**config.mk**
```make
export PLATFORM = sky130hd
export DESIGN_NAME = wkup_line_ctrl
export DESIGN_NICKNAME = d
export VERILOG_FILES = /design/src/rtl/wkup_pkg.sv /design/src/rtl/wkup_trig_bank.sv /design/src/rtl/wkup_halt_fsm.sv /design/src/rtl/wkup_req_shaper.sv /design/src/rtl/wkup_line_ctrl.sv
export SDC_FILE = /design/constraint.sdc
export NUM_CORES = 1
export LEC_CHECK = 0
export ABC_AREA = 0
export ABC_CLOCK_PERIOD_IN_PS = 1700
export BUFFER_PORTS_ARGS = -buffer_cell sky130_fd_sc_hd__buf_4
export CAP_MARGIN = 20
export CORE_MARGIN = 4
export CORE_UTILIZATION = 55
export DETAILED_ROUTE_END_ITERATION = 7
export PLACE_DENSITY = 0.75
export REMOVE_ABC_BUFFERS = 1
export SETUP_SLACK_MARGIN = 0.5
export SYNTH_ARGS = -nofsm -noshare
export SYNTH_HDL_FRONTEND = slang
export SYNTH_HIERARCHICAL = 1
export SYNTH_SLANG_ARGS = --single-unit
export TNS_END_PERCENT = 10
```
**constraint.sdc**
```tcl
create_clock -name clk -period 1.7 [get_ports clk]
set_input_delay 0.085 -clock clk [delete_from_list [all_inputs] [get_ports clk]]
set_output_delay 0.085 -clock clk [all_outputs]
set_load 0.1 [all_outputs]
```
**src/rtl/wkup_pkg.sv**
```systemverilog
package wkup_pkg;

    typedef enum logic [1:0] {
        HS_IDLE = 2'd0,
        HS_ONE  = 2'd1,
        HS_ZERO = 2'd2,
        HS_HALT = 2'd3
    } halt_state_t;

    localparam int CB_HALT = 0;
    localparam int CB_SEL  = 1;
    localparam int CB_EN   = 2;
    localparam int CB_FLAG = 7;

endpackage

```
**src/rtl/wkup_trig_bank.sv**
```systemverilog
module wkup_trig_bank #(
    parameter int LINES = 16
) (
    input  logic             clk,
    input  logic             rst_n,
    input  logic [LINES-1:0] line_i,
    input  logic [LINES-1:0] pol_i,
    output logic [LINES-1:0] trig_o
);

    for (genvar i = 0; i < LINES; i++) begin : g_line
        logic cur_q;
        logic old_q;

        always_ff @(posedge clk or negedge rst_n) begin
            if (!rst_n) begin
                cur_q <= 1'b0;
                old_q <= 1'b0;
            end else begin
                cur_q <= line_i[i];
                old_q <= cur_q;
            end
        end

        // polarity 1: low-to-high counts, polarity 0: high-to-low counts
        assign trig_o[i] = pol_i[i] ? (cur_q & ~old_q) : (~cur_q & old_q);
    end

endmodule

```
**src/rtl/wkup_halt_fsm.sv**
```systemverilog
module wkup_halt_fsm
    import wkup_pkg::*;
(
    input  logic clk,
    input  logic rst_n,
    input  logic ctrl_wr,
    input  logic other_wr,
    input  logic halt_bit,
    input  logic any_en,
    input  logic req_pend,
    input  logic wake,
    output logic halt_o,
    output logic woke_o
);

    halt_state_t st_q;
    halt_state_t st_nxt;

    always_ff @(posedge clk or negedge rst_n) begin
        if (!rst_n) st_q <= HS_IDLE;
        else        st_q <= st_nxt;
    end

    always_comb begin
        st_nxt = st_q;
        unique case (st_q)
            HS_IDLE: begin
                if (ctrl_wr && halt_bit) st_nxt = HS_ONE;
            end
            HS_ONE: begin
                if (ctrl_wr)       st_nxt = halt_bit ? HS_ONE : HS_ZERO;
                else if (other_wr) st_nxt = HS_IDLE;
            end
            HS_ZERO: begin
                if (ctrl_wr && halt_bit && any_en && !req_pend) st_nxt = HS_HALT;
                else if (ctrl_wr || other_wr)                  st_nxt = HS_IDLE;
            end
            HS_HALT: begin
                if (wake) st_nxt = HS_IDLE;
            end
            default: st_nxt = HS_IDLE;
        endcase
    end

    always_comb begin
        halt_o = (st_q == HS_HALT);
        woke_o = (st_q == HS_HALT) && wake;
    end

endmodule

```
**src/rtl/wkup_req_shaper.sv**
```systemverilog
module wkup_req_shaper #(
    parameter int BLANK_CYC = 1
) (
    input  logic clk,
    input  logic rst_n,
    input  logic pend_wr,
    input  logic req_lvl,
    input  logic route_ok,
    output logic irq_o
);

    localparam int CW = $clog2(BLANK_CYC + 1);

    logic [CW-1:0] blank_q;

    always_ff @(posedge clk or negedge rst_n) begin
        if (!rst_n)            blank_q <= '0;
        else if (pend_wr)      blank_q <= CW'(BLANK_CYC);
        else if (blank_q != 0) blank_q <= blank_q - 1'b1;
    end

    assign irq_o = route_ok && (blank_q == 0) && req_lvl;

endmodule

```
**src/rtl/wkup_line_ctrl.sv**
```systemverilog
module wkup_line_ctrl
    import wkup_pkg::*;
#(
    parameter int NBYTES    = 2,
    parameter int BLANK_CYC = 1,
    localparam int LINES    = 8 * NBYTES,
    localparam int NREG     = 3 * NBYTES + 1,
    localparam int AW       = $clog2(NREG + 1)
) (
    input  logic             clk,
    input  logic             rst_n,
    input  logic             bus_we,
    input  logic [AW-1:0]    bus_addr,
    input  logic [7:0]       bus_wdata,
    output logic [7:0]       bus_rdata,
    input  logic [LINES-1:0] wk_line_i,
    output logic             irq_o,
    output logic             stop_o
);

    localparam int POL_BASE = 0;
    localparam int MSK_BASE = NBYTES;
    localparam int PND_BASE = 2 * NBYTES;
    localparam int CTL_ADDR = 3 * NBYTES;

    logic [LINES-1:0]  pol_q, msk_q, pnd_q;
    logic              sel_q, en_q, flag_q;
    logic [LINES-1:0]  trig;
    logic [LINES-1:0]  pol_bits, msk_bits, pnd_keep;
    logic [NBYTES-1:0] pnd_hit;
    logic [LINES-1:0]  wdata_rep;
    logic              ctl_hit, other_wr, woke, halt;

    assign wdata_rep = {NBYTES{bus_wdata}};
    assign ctl_hit   = bus_we && (bus_addr == AW'(CTL_ADDR));
    assign other_wr  = bus_we && !ctl_hit;

    for (genvar b = 0; b < NBYTES; b++) begin : g_byte
        logic pol_hit, msk_hit;
        assign pol_hit    = bus_we && (bus_addr == AW'(POL_BASE + b));
        assign msk_hit    = bus_we && (bus_addr == AW'(MSK_BASE + b));
        assign pnd_hit[b] = bus_we && (bus_addr == AW'(PND_BASE + b));
        assign pol_bits[8*b +: 8] = {8{pol_hit}};
        assign msk_bits[8*b +: 8] = {8{msk_hit}};
        assign pnd_keep[8*b +: 8] = pnd_hit[b] ? bus_wdata : 8'hFF;
    end

    wkup_trig_bank #(.LINES(LINES)) u_trig (
        .clk    (clk),
        .rst_n  (rst_n),
        .line_i (wk_line_i),
        .pol_i  (pol_q),
        .trig_o (trig)
    );

    always_ff @(posedge clk or negedge rst_n) begin
        if (!rst_n) begin
            pol_q  <= '0;
            msk_q  <= '0;
            pnd_q  <= '0;
            sel_q  <= 1'b0;
            en_q   <= 1'b0;
            flag_q <= 1'b0;
        end else begin
            pol_q  <= (pol_q & ~pol_bits) | (wdata_rep & pol_bits);
            msk_q  <= (msk_q & ~msk_bits) | (wdata_rep & msk_bits);
            pnd_q  <= (pnd_q & pnd_keep) | trig;
            if (ctl_hit) begin
                sel_q <= bus_wdata[CB_SEL];
                en_q  <= bus_wdata[CB_EN];
            end
            flag_q <= woke | (flag_q & ~(ctl_hit & bus_wdata[CB_FLAG]));
        end
    end

    wkup_halt_fsm u_fsm (
        .clk      (clk),
        .rst_n    (rst_n),
        .ctrl_wr  (ctl_hit),
        .other_wr (other_wr),
        .halt_bit (bus_wdata[CB_HALT]),
        .any_en   (|msk_q),
        .req_pend (|(pnd_q & msk_q)),
        .wake     (|(trig & msk_q)),
        .halt_o   (halt),
        .woke_o   (woke)
    );

    wkup_req_shaper #(.BLANK_CYC(BLANK_CYC)) u_req (
        .clk      (clk),
        .rst_n    (rst_n),
        .pend_wr  (|pnd_hit),
        .req_lvl  (|(pnd_q & msk_q)),
        .route_ok (sel_q && en_q),
        .irq_o    (irq_o)
    );

    assign stop_o = halt;

    always_comb begin
        bus_rdata = 8'h00;
        for (int i = 0; i < NBYTES; i++) begin
            if (bus_addr == AW'(POL_BASE + i)) bus_rdata = pol_q[8*i +: 8];
            if (bus_addr == AW'(MSK_BASE + i)) bus_rdata = msk_q[8*i +: 8];
            if (bus_addr == AW'(PND_BASE + i)) bus_rdata = pnd_q[8*i +: 8];
        end
        if (bus_addr == AW'(CTL_ADDR)) begin
            bus_rdata[CB_HALT] = halt;
            bus_rdata[CB_SEL]  = sel_q;
            bus_rdata[CB_EN]   = en_q;
            bus_rdata[CB_FLAG] = flag_q;
        end
    end

endmodule

```
### Yosys cells after proc, flatten, opt, wreduce, memory -nomap -nowiden

Cells that the tools add are included.

| storage, ports and cells | value |
|---|---|
| register bits | 86 |
| input port bits | 30 |
| output and inout bits | 10 |
| logic and storage cells | 196 |

| cells by class | value |
|---|---|
| add/sub/neg operators | 1 |
| equality and inequality tests | 13 |
| multiplexer cells | 36 |
| bitwise logic cells | 81 |
| reductions and logical operators | 25 |

Operators by type and width:

| kind | count |
|---|---|
| 16-bit bitwise AND | 7 |
| 8-bit 2-to-1 mux | 8 |
| 16-bit OR | 3 |
| 16-bit OR reduction | 3 |
| 1-bit bitwise AND | 34 |
| 1-bit inverter | 34 |
| 16-bit inverter | 2 |
| 1-bit 2-to-1 mux | 19 |
| 1-bit logical AND | 15 |
| 2-bit 2-to-1 mux | 7 |
| 3-bit equality test (second input constant) | 3 |
| 2-bit one-hot mux with 4 select lines | 1 |
| 3-bit by 2-bit equality test with 1-bit output (second input constant) | 2 |
| 2-bit equality test (second input constant) | 2 |
| 2-bit by 1-bit != test with 1-bit output (second input constant) | 2 |
| 4-bit AND reduction | 1 |
| 3-bit by 1-bit equality test with 1-bit output (second input constant) | 1 |
| 3-bit logical NOT | 1 |
| 3-bit 2-to-1 mux | 1 |
| 3-bit by 1-bit != test with 1-bit output (second input constant) | 1 |
| 3-bit by 2-bit != test with 1-bit output (second input constant) | 1 |
| 2-bit by 1-bit equality test with 1-bit output (second input constant) | 1 |
| 1-bit logical NOT | 2 |
| 2-bit logical NOT | 1 |
| 4 further kinds | 4 |

### Longest topological paths before layout

Gate-level depths: netlist of the first run.

| logic depth | value |
|---|---|
| word-level depth | 8 |
| depth in mapped cells | 8 |
| mapped depth without buffers | 8 |

### Hierarchy

Netlist of the first run, hierarchy kept.

By module, submodules not included:

| module | times used | cells each | area each (um^2) | sequential area each (um^2) |
|---|---|---|---|---|
| wkup_line_ctrl | 1 | 234 | 2677.6 | 1276.2 |
| wkup_trig_bank | 1 | 80 | 1157.4 | 800.8 |
| wkup_halt_fsm | 1 | 16 | 148.9 | 50.0 |
| wkup_req_shaper | 1 | 2 | 33.8 | 25.0 |

### Worst setup path before layout of the first run

Ideal clock, no wire load.

| timing | value |
|---|---|
| kind | register to output |
| from | register pnd_q[4] |
| to | output port bus_rdata[4] |
| data arrival time | 2.162 ns |
| required time | 1.615 ns |
| setup slack | -0.547 ns |
| cell stages (with the launch flop) | 5 |
| buffers on the path | 0 |
| cells stage by stage | dfrtp_1 > nor2b_1 > o22ai_1 > a22o_1 > a21oi_1 |

| between the ends | value |
|---|---|
| longest elaborated chain between the ends | 4 |

RTL lines:

| element | line | RTL |
|---|---|---|
| start: declaration | wkup_line_ctrl.sv:26 | `logic [LINES-1:0] pol_q, msk_q, pnd_q;` |
| start signal: assignment | wkup_line_ctrl.sv:67 | `pnd_q <= (pnd_q & pnd_keep) \| trig;` |
| 8-bit 2-to-1 mux | wkup_line_ctrl.sv:105 | `if (bus_addr == AW'(PND_BASE + i)) bus_rdata = pnd_q[8*i +: 8];` |
| 8-bit 2-to-1 mux | wkup_line_ctrl.sv:103 | `if (bus_addr == AW'(POL_BASE + i)) bus_rdata = pol_q[8*i +: 8];` |
| 8-bit 2-to-1 mux | wkup_line_ctrl.sv:104 | `if (bus_addr == AW'(MSK_BASE + i)) bus_rdata = msk_q[8*i +: 8];` |
| 8-bit 2-to-1 mux | wkup_line_ctrl.sv:105 |  |
| end: declaration | wkup_line_ctrl.sv:15 | `output logic [7:0] bus_rdata,` |

Every way passes these cells.

### Worst setup path in the final report of the first run

| timing | value |
|---|---|
| from | register pnd_q[9] |
| to | output port irq_o |

| between the ends | value |
|---|---|
| longest elaborated chain between the ends | 3 |

RTL lines:

| element | line | RTL |
|---|---|---|
| 16-bit bitwise AND | wkup_line_ctrl.sv:93 | `.req_lvl (\|(pnd_q & msk_q)),` |
| 16-bit OR reduction | wkup_line_ctrl.sv:93 |  |
| 1-bit logical AND | wkup_req_shaper.sv:22 | `assign irq_o = route_ok && (blank_q == 0) && req_lvl;` |
| end: declaration | wkup_line_ctrl.sv:17 | `output logic irq_o,` |

Every way passes these cells.

==> metrics.txt, run 1 <==
outcome=complete, but fails checks; failing checks=negative setup slack; Adder-Cell Fraction of Synth Area=0%; clock skew=0.00818 ns; DRC errors left=0; wire per inst=19.3 um; Simple-Gate Fraction of Synth Area=15.0%; clock-pin slew on the worst setup and hold paths=0.09 ns; combinational power share=25.0%; final instance area=5220 um2; reg2reg setup slack=-0.13 ns; min Tclk post-route=1.92 ns; Placed Area=4560 um2; dominant synthesized flop cell=dfrtp_1; first-pass GRT wire length=16.4 mm; via count=3087; mux share of post-synthesis cell area=12.5%; most frequent cells in the layout=81 x dfrtp_1, 57 x buf_4, 34 x mux2_2, 32 x nand2b_1, 29 x nand2_1; Worst Path Arrival=1.83 ns; Sw Share=30.7%; most common cell after layout, fill and taps aside=dfrtp_1; pin count of the biggest net entering global routing=40; CTS tree=built; total wire length=10.0 mm; CP endpoint kind=primary output; Detail Route Antenna Nets=0; Final Max Tran Viols=0; highest metal layer with signal wires=met4; Initial Utilization=57.9%; WS Path Type=reg2out; port bufs=39; Hold Path Depth=2; drt via density=5.94; Pre-antenna DRT Iters=4; slowest CP cell=dfrtp_1; slew margin rel.=65.5%; Req. time, crit path=1.62 ns; total gr overflow=0; CTS sink cnt=86; critical-path cell list=a22o_1, a221oi_2, nand4_1, and3b_1, buf_6; Root Buffer=clkbuf_8; Async S/R FF share, synth=100%; Compound-Gate Fraction of Synth Area=16.5%; FF/Latch Area=2160 um2; Distinct cells, synth=45; fin cells=520; Avg Cell Area, Syn=12.1 um2; Filler Cell Count=465; Fmax achieved=0.521 GHz; I/O pins=40; metal3 WL=716 um; Setup-failing EPs final=6; critical path fanouts, max=2; Power Total=5.80 mW; # placed instances=482; Period Utilization, post-route=113%; area grow syn2layout=29.9%; sequential share of power=44.9%; cell internal pwr=4.02 mW; Skew-Pair Late Insertion Delay=0.37 ns; Longest Clk Path Bufs=2; DR WL met2=4.93 mm; clock buffer count from CTS=9; RSZ-0062 raised after global routing=yes; startpoint types=register; Syn Inst Count=332; Synth Area in XOR/XNOR=0%; n_diodes=0; number of global-route vias before repair=3153; Ys Warns=6; dpl hpwl=6.78 mm; r2r endpoint=u_fsm/st_q[1]; largest family of logic cells by synthesized area=compound AO/OA/AOI/OAI gates; H-Tree Depth=3; # nets final=449; clock share of power=30.1%; Max IR drop VDD=755 uV; worst reg2reg startpoint=pnd_q[9]; sequential share of the synthesized area=53.6%; post-synthesis sequential element count=86; Util after Layout=75.1%; worst hold start=bus_wdata[4]; GPL Wtd Cong=0.897; DIE AREA=8740 um2; Max stage delay on crit path=0.41 ns; max cap viols=0; Post-synth EDFFs=0; DR iter-0 viols=218; Mapped Area=4020 um2; Worst Reg2Reg Path Length in Cells=8; Static Leak=2.25 nW; Hold Vio Cnt, Final=0; sw power=1.78 mW; number of core rows=30; DIE WIDTH=93.5 um; area of the multi-input gates=1860 um2; pwr/cell area=1110 nW/um2; layout cells sized above 1=38.4%; gr usage total=24.5%; die height=93.5 um; met1 wire length=4.21 mm; Worst Setup Slack, final=-0.218 ns; Core ar.=6940 um2; Slew @ Worst Pin=0.517 ns; Worst Hold Class=in2reg; initial antenna violation count=0
## cell families (layout without fill, tap and decap cells)
| group | after synthesis | after routing |
|---|---|---|
| DFF | 86 | 86 |
| buffers and inverters | 17 | 109 |
| AOI/OAI and AO/OA | 84 | 84 |
| muxes | 46 | 46 |
| and+or+nand+nor | 99 | 99 |
## layer usage
| metal | track usage [%] | up-vias |
|---|---|---|
| li1 | - | 1414 |
| met1 | 32.5 | 1559 |
| met2 | 39.7 | 101 |
| met3 | 6.11 | 13 |
| met4 | 7.20 | 0 |
| met5 | 0 | - |
## worst max-delay path: cells and delay by family, from the launching register on
kind                   cells  cell delay [ns]
and+or+nand+nor            2             0.43
AOI/OAI and AO/OA          2             0.44
buffers and inverters      1             0.18
DFF                        1             0.41
## through the flow
step	hold slack [ns]	worst slack, ns	setup TNS [ns]
after floorplan	-0.211	-0.547	-1.79
after global placement	0.0929	-0.0273	-0.0273
after detailed placement	0.100	-0.115	-0.221
after CTS	0.00204	-0.172	-0.272
after global routing	0.00644	-0.271	-1.14
final	0.00197	-0.218	-0.545
## cell type report
type / instances / share of cell area (%)
inverter: 6 / 0.432
multi-input combinational: 229 / 35.7
clock inverter: 6 / 2.09
timing repair buffer: 87 / 15.5
tap: 96 / 2.30
sequential: 86 / 41.4
clock buffer: 10 / 2.64
## Yosys cell counts, types with 2 or more instances
cell | n | area, um2
nor3b_1 | 2 | 15.0
mux2_2 | 34 | 383
nand2b_1 | 32 | 200
nand2_1 | 30 | 113
o21ai_0 | 24 | 120
a221oi_1 | 8 | 70.1
inv_1 | 6 | 22.5
buf_6 | 2 | 22.5
o22ai_2 | 15 | 188
nand3_1 | 4 | 20.0
nor2_1 | 2 | 7.51
dfrtp_1 | 86 | 2150
a21oi_1 | 4 | 20.0
o22ai_1 | 5 | 31.3
nand2b_4 | 2 | 27.5
buf_2 | 5 | 25.0
and2_1 | 2 | 12.5
nand4_1 | 3 | 18.8
nor2b_1 | 6 | 37.5
mux2i_1 | 12 | 120
a22o_1 | 13 | 114
o221ai_1 | 5 | 43.8
buf_4 | 3 | 22.5
nor4_1 | 4 | 25.0
o31ai_1 | 3 | 22.5
## power by group through the flow
stage	Clock, mW	Combinational (mW)	Sequential, mW
after detailed placement	0	1.25	2.62
final	1.75	1.45	2.60
after global routing	1.84	1.54	2.64
after floorplan	0	0.832	2.54
after global placement	0	1.22	2.61
after CTS	1.76	1.42	2.59
## worst max-delay path by stage
stage,depth (start not counted),slack (ns),end,start
after floorplan,4,-0.55,bus_rdata[4],pnd_q[4]
after global placement,7,-0.03,flag_q,register
after detailed placement,7,-0.12,flag_q,register
after CTS,5,-0.17,irq_o,pnd_q[9]
after global routing,5,-0.27,irq_o,pnd_q[7]
final,5,-0.22,irq_o,pnd_q[9]
## repair_timing
item                       CTS  global route
hold endpoints to repair    54             0
pin swaps                   11             5
setup buffers                3             1
hold buffers                18             0
resized for setup           38            11
setup endpoints to repair   13            13
No activity file was read; power rests on OpenSTA's default activity.
==> inputs of run 2 (changes only) <==
--- a/config.mk
+++ b/config.mk
@@ -15,6 +15,7 @@
 export PLACE_DENSITY = 0.75
 export REMOVE_ABC_BUFFERS = 1
 export SETUP_SLACK_MARGIN = 0.5
+export SKIP_LAST_GASP = 1
 export SYNTH_ARGS = -nofsm -noshare
 export SYNTH_HDL_FRONTEND = slang
 export SYNTH_HIERARCHICAL = 1
==> run 2 against run 1 <==
Combinational power down 8%; the flow still finishes with violations (negative setup slack); via count down 0.55%; sequential share of layout area up 1.3 points; die area unchanged; sequential cell count unchanged.
==> metrics.txt, run 2 (synthesized netlist as in run 1, its figures left out) <==
outcome=complete, but fails checks; failing checks=negative setup slack; DIE AREA=8740 um2; Place WS=-0.115 ns; H-Tree Depth=3; WS Path Type=reg2out; startpoint types=register; I/O pins=40; first-pass GRT wire length=16.2 mm; most frequent cells in the layout=85 x dfrtp_1, 67 x buf_4, 34 x mux2_2, 32 x nand2b_1, 30 x nand2_1; total wire length=9.80 mm; number of core rows=30; Skew-Pair Late Insertion Delay=0.36 ns; gr usage total=24.3%; CTS tree=built; Power Total=5.66 mW; area grow syn2layout=25.7%; Root Buffer=clkbuf_8; r2r endpoint=u_fsm/st_q[1]; CTS sink cnt=86; die height=93.5 um; DRC errors left=0; layout cells sized above 1=35.1%; Worst Reg2Reg Path Length in Cells=8; RSZ-0062 raised after global routing=yes; Setup TNS=-0.826 ns; DR iter-0 viols=222; Longest Clk Path Bufs=2; final instance area=5050 um2; port bufs=39; Setup-failing EPs final=10; drt via density=5.90; max cap viols=0; total gr overflow=0; sequential share of power=45.9%; Worst Setup Slack, final=-0.190 ns; Core ar.=6940 um2; clock skew=0.00829 ns; n_diodes=0; Worst Path Arrival=1.81 ns; cell internal pwr=3.93 mW; Worst Hold Class=in2reg; Req. time, crit path=1.62 ns; sw power=1.72 mW; slew margin rel.=65.3%; Worst Setup EP=irq_o; via count=3070; Placed Area=4560 um2; Min Hold Slack=0.00970 ns; Hold Vio Cnt, Final=0; combinational power share=23.5%; Filler Cell Count=498; Static Leak=2.19 nW; Initial Utilization=57.9%; dpl hpwl=6.78 mm; Fmax achieved=0.529 GHz; Sw Share=30.5%; pwr/cell area=1120 nW/um2; pin count of the biggest net entering global routing=40; DIE WIDTH=93.5 um; critical path fanouts, max=2; # nets final=449; Pre-antenna DRT Iters=4; clock-pin slew on the worst setup and hold paths=0.08 ns; most common cell after layout, fill and taps aside=dfrtp_1; Slew @ Worst Pin=0.520 ns; area of the multi-input gates=1790 um2; CP endpoint kind=primary output; number of global-route vias before repair=3153; clock share of power=30.7%; min Tclk post-route=1.89 ns; clock buffer count from CTS=9; initial antenna violation count=0; reg2reg setup slack=-0.14 ns; Final Max Tran Viols=0; FF/Latch Area=2150 um2; GPL Wtd Cong=0.897; Detail Route Antenna Nets=0; Max IR drop VDD=740 uV; Period Utilization, post-route=111%; wire per inst=18.8 um
[run 2: changes by cell type in the layout (fill, tap and decap cells not counted), moves of 3 or more]
cell	before	now
buf_4	57	67
buf_12	7	1
a221oi_1	0	4
a221oi_2	8	4
dfrtp_1	81	85
dfrtp_2	5	1
buf_6	4	1
[run 2: what timing repair did]
action / in CTS / in global routing
setup endpoints to repair: 13 / 13
setup buffers: 3 / 1
hold buffers: 18 / 0
endpoints found under the hold margin: 54 / 0
gates resized for setup: 6 / 0
pin swaps: 2 / 1
[run 2: worst max-delay path, stage by stage (launching register included)]
cell	delay, ns
dfrtp_1	0.41
a22o_1	0.25
a221oi_2	0.19
nand4_1	0.20
and3b_1	0.22
buf_6	0.18
[run 2: how the worst min path moves through the flow]
| stage | from | to | slack [ns] | depth (start not counted) |
|---|---|---|---|---|
| floorplan | rst_n | asynchronous set/reset pin | -0.21 | 0 |
| finish | bus_wdata[3] | register | 0.01 | 2 |
| global placement | rst_n | u_trig/g_line[15].old_q | 0.09 | 1 |
| global route | bus_wdata[3] | register | 0.006 | 2 |
| CTS | bus_wdata[4] | register | 0.002 | 2 |
| detailed placement | rst_n | asynchronous set/reset pin | 0.10 | 1 |
[run 2: metal layers]
| layer | vias to the layer above | routed length (um) | track usage [%] |
|---|---|---|---|
| li1 | 1411 | - | - |
| met1 | 1546 | 4330 | 32.0 |
| met2 | 90 | 4620 | 37.8 |
| met3 | 23 | 599 | 7.00 |
| met4 | 0 | 245 | 9.65 |
| met5 | - | 0 | 0 |
[run 2: power by group through the flow]
stage          clock [mW]  sequential (mW)  combinational, mW
6_report             1.73             2.60               1.33
5_1_grt              1.83             2.63               1.43
4_1_cts              1.76             2.59               1.33
3_5_place_dp            0             2.62               1.25
3_3_place_gp            0             2.61               1.22
2_1_floorplan           0             2.54              0.832
[run 2: area by class of cell]
cell class | instances | share of cell area, %
multi-input combinational | 229 | 35.5
tap | 96 | 2.38
clock inverter | 6 | 2.16
sequential | 86 | 42.6
inverter | 6 | 0.446
clock buffer | 10 | 2.72
timing repair buffer | 87 | 14.1
[run 2: metrics by stage]
stage,std cells,util (%)
global placement,482,65.7
detailed placement,482,65.7
global route,520,72.7
CTS,519,72.6
floorplan,321,-
finish,520,72.7
==> inputs of run 3 (changes only) <==
--- a/config.mk
+++ b/config.mk
@@ -6,13 +6,12 @@
 export NUM_CORES = 1
 export LEC_CHECK = 0
 export ABC_AREA = 0
-export ABC_CLOCK_PERIOD_IN_PS = 1700
-export BUFFER_PORTS_ARGS = -buffer_cell sky130_fd_sc_hd__buf_4
+export BUFFER_PORTS_ARGS = -buffer_cell sky130_fd_sc_hd__buf_2
 export CAP_MARGIN = 20
 export CORE_MARGIN = 4
 export CORE_UTILIZATION = 55
 export DETAILED_ROUTE_END_ITERATION = 7
-export PLACE_DENSITY = 0.75
+export PLACE_DENSITY = 0.72
 export REMOVE_ABC_BUFFERS = 1
 export SETUP_SLACK_MARGIN = 0.5
 export SKIP_LAST_GASP = 1
==> run 3 against run 2 <==
The flow still finishes with violations (negative setup slack); global-route usage up 0.40 points; worst setup slack better by 0.033 ns; final cell count up 1.2%; final area up 1.0%; non-clock buffer count up 6; routed wire length up 1.2%; critical endpoint unchanged; highest routed layer unchanged.
==> metrics.txt, run 3 (synthesized netlist as in run 1, its figures left out) <==
outcome=complete, but fails checks; failing checks=negative setup slack; DIE WIDTH=93.5 um; CTS tree=built; drt via density=5.96; Period Utilization, post-route=109%; Worst Path Arrival=1.77 ns; crit-path leading delay family=compound AO/OA/AOI/OAI gates; Filler Cell Count=481; CTS sink cnt=86; Worst path depth=5; Detail Route Antenna Nets=0; Fmax achieved=0.539 GHz; # placed instances=489; max cap viols=0; r2r endpoint=flag_q; Place WS=-0.0648 ns; Placed Area=4610 um2; critical-path cell list=a22o_1, a221oi_2, nand4_1, and3b_1, buf_8; critical path fanouts, max=3; total wire length=9.92 mm; slowest CP cell=dfrtp_1; clock buffer count from CTS=9; worst path bufs/invs=1; n_diodes=0; port bufs=39; Worst Setup Slack, final=-0.157 ns; gr usage total=24.7%; Worst Reg2Reg Path Length in Cells=7; dpl hpwl=6.95 mm; layout cells sized above 1=36.3%; DIE AREA=8740 um2; Pre-antenna DRT Iters=5; Util after Layout=73.5%; Hold Path Depth=2; CP endpoint kind=primary output; number of global-route vias before repair=3137; Min Hold Slack=0.0343 ns; Setup-failing EPs final=9; Core ar.=6940 um2; Initial Utilization=57.9%; Final Max Tran Viols=0; final instance area=5100 um2; # nets final=455; area grow syn2layout=27.0%; Max stage delay on crit path=0.41 ns; first-pass GRT wire length=16.4 mm; pin count of the biggest net entering global routing=40; Worst Hold Class=in2reg; RSZ-0062 raised after global routing=yes; reg2reg setup slack=-0.15 ns; Req. time, crit path=1.62 ns; WS Path Type=reg2out; pwr/cell area=1120 nW/um2; Longest Clk Path Bufs=2; worst hold start=bus_wdata[4]; min Tclk post-route=1.86 ns; DR iter-0 viols=262; Root Buffer=clkbuf_8; GPL Wtd Cong=0.952; most frequent cells in the layout=86 x dfrtp_1, 37 x buf_4, 34 x mux2_2, 32 x nand2b_1; startpoint types=register; DRC errors left=0; total gr overflow=0; initial antenna violation count=0; most common cell after layout, fill and taps aside=dfrtp_1; Power Total=5.72 mW; I/O pins=40; Hold Vio Cnt, Final=0; via count=3134; Max IR drop VDD=728 uV; Skew-Pair Late Insertion Delay=0.35 ns; Slew @ Worst Pin=0.533 ns; Setup TNS=-0.729 ns; H-Tree Depth=3; slew margin rel.=64.4%; clock skew=0.00737 ns; clock-pin slew on the worst setup and hold paths=0.09 ns; die height=93.5 um; wire per inst=18.9 um; Static Leak=2.22 nW; fin cells=526; number of core rows=30
-- run 3: cell type report --
type                            count  area [um2]  share of cell area (%)
Multi-Input combinational cell    229        1810                    35.4
Timing Repair Buffer               93         764                    15.0
Sequential cell                    86        2150                    42.2
Tap cell                           96         120                    2.35
Clock buffer                        9         124                    2.43
Inverter                            6        22.5                   0.441
Clock inverter                      7         113                    2.21
-- run 3: repair_timing --
item,in CTS,in global routing
setup buffers,4,0
setup endpoints to repair,19,29
endpoints found under the hold margin,51,0
pin swaps,2,3
hold buffers,17,0
resized for setup,6,4
-- run 3: where the power goes --
| group | total, mW | internal (mW) | switching [mW] |
|---|---|---|---|
| clock network | 1.70 | 0.968 | 0.731 |
| logic | 1.44 | 0.689 | 0.753 |
| registers | 2.58 | 2.30 | 0.274 |
-- run 3: worst max path at each step --
stage	startpoint	end	slack (ns)
global route	pnd_q[1]	u_fsm/st_q[1]	-0.24
detailed placement	register	flag_q	-0.06
CTS	pnd_q[1]	irq_o	-0.16
finish	pnd_q[7]	irq_o	-0.16
floorplan	pnd_q[4]	bus_rdata[4]	-0.55
global placement	register	flag_q	-0.03
-- run 3: layer usage --
metal	global-route usage, %	routed length (um)	up-vias	part of all wire (%)
met5	0	0	-	0
met4	10.9	306	0	3.1
met3	3.62	603	30	6.1
met2	38.4	4550	140	46
met1	34.4	4470	1551	45
li1	-	-	1413	-
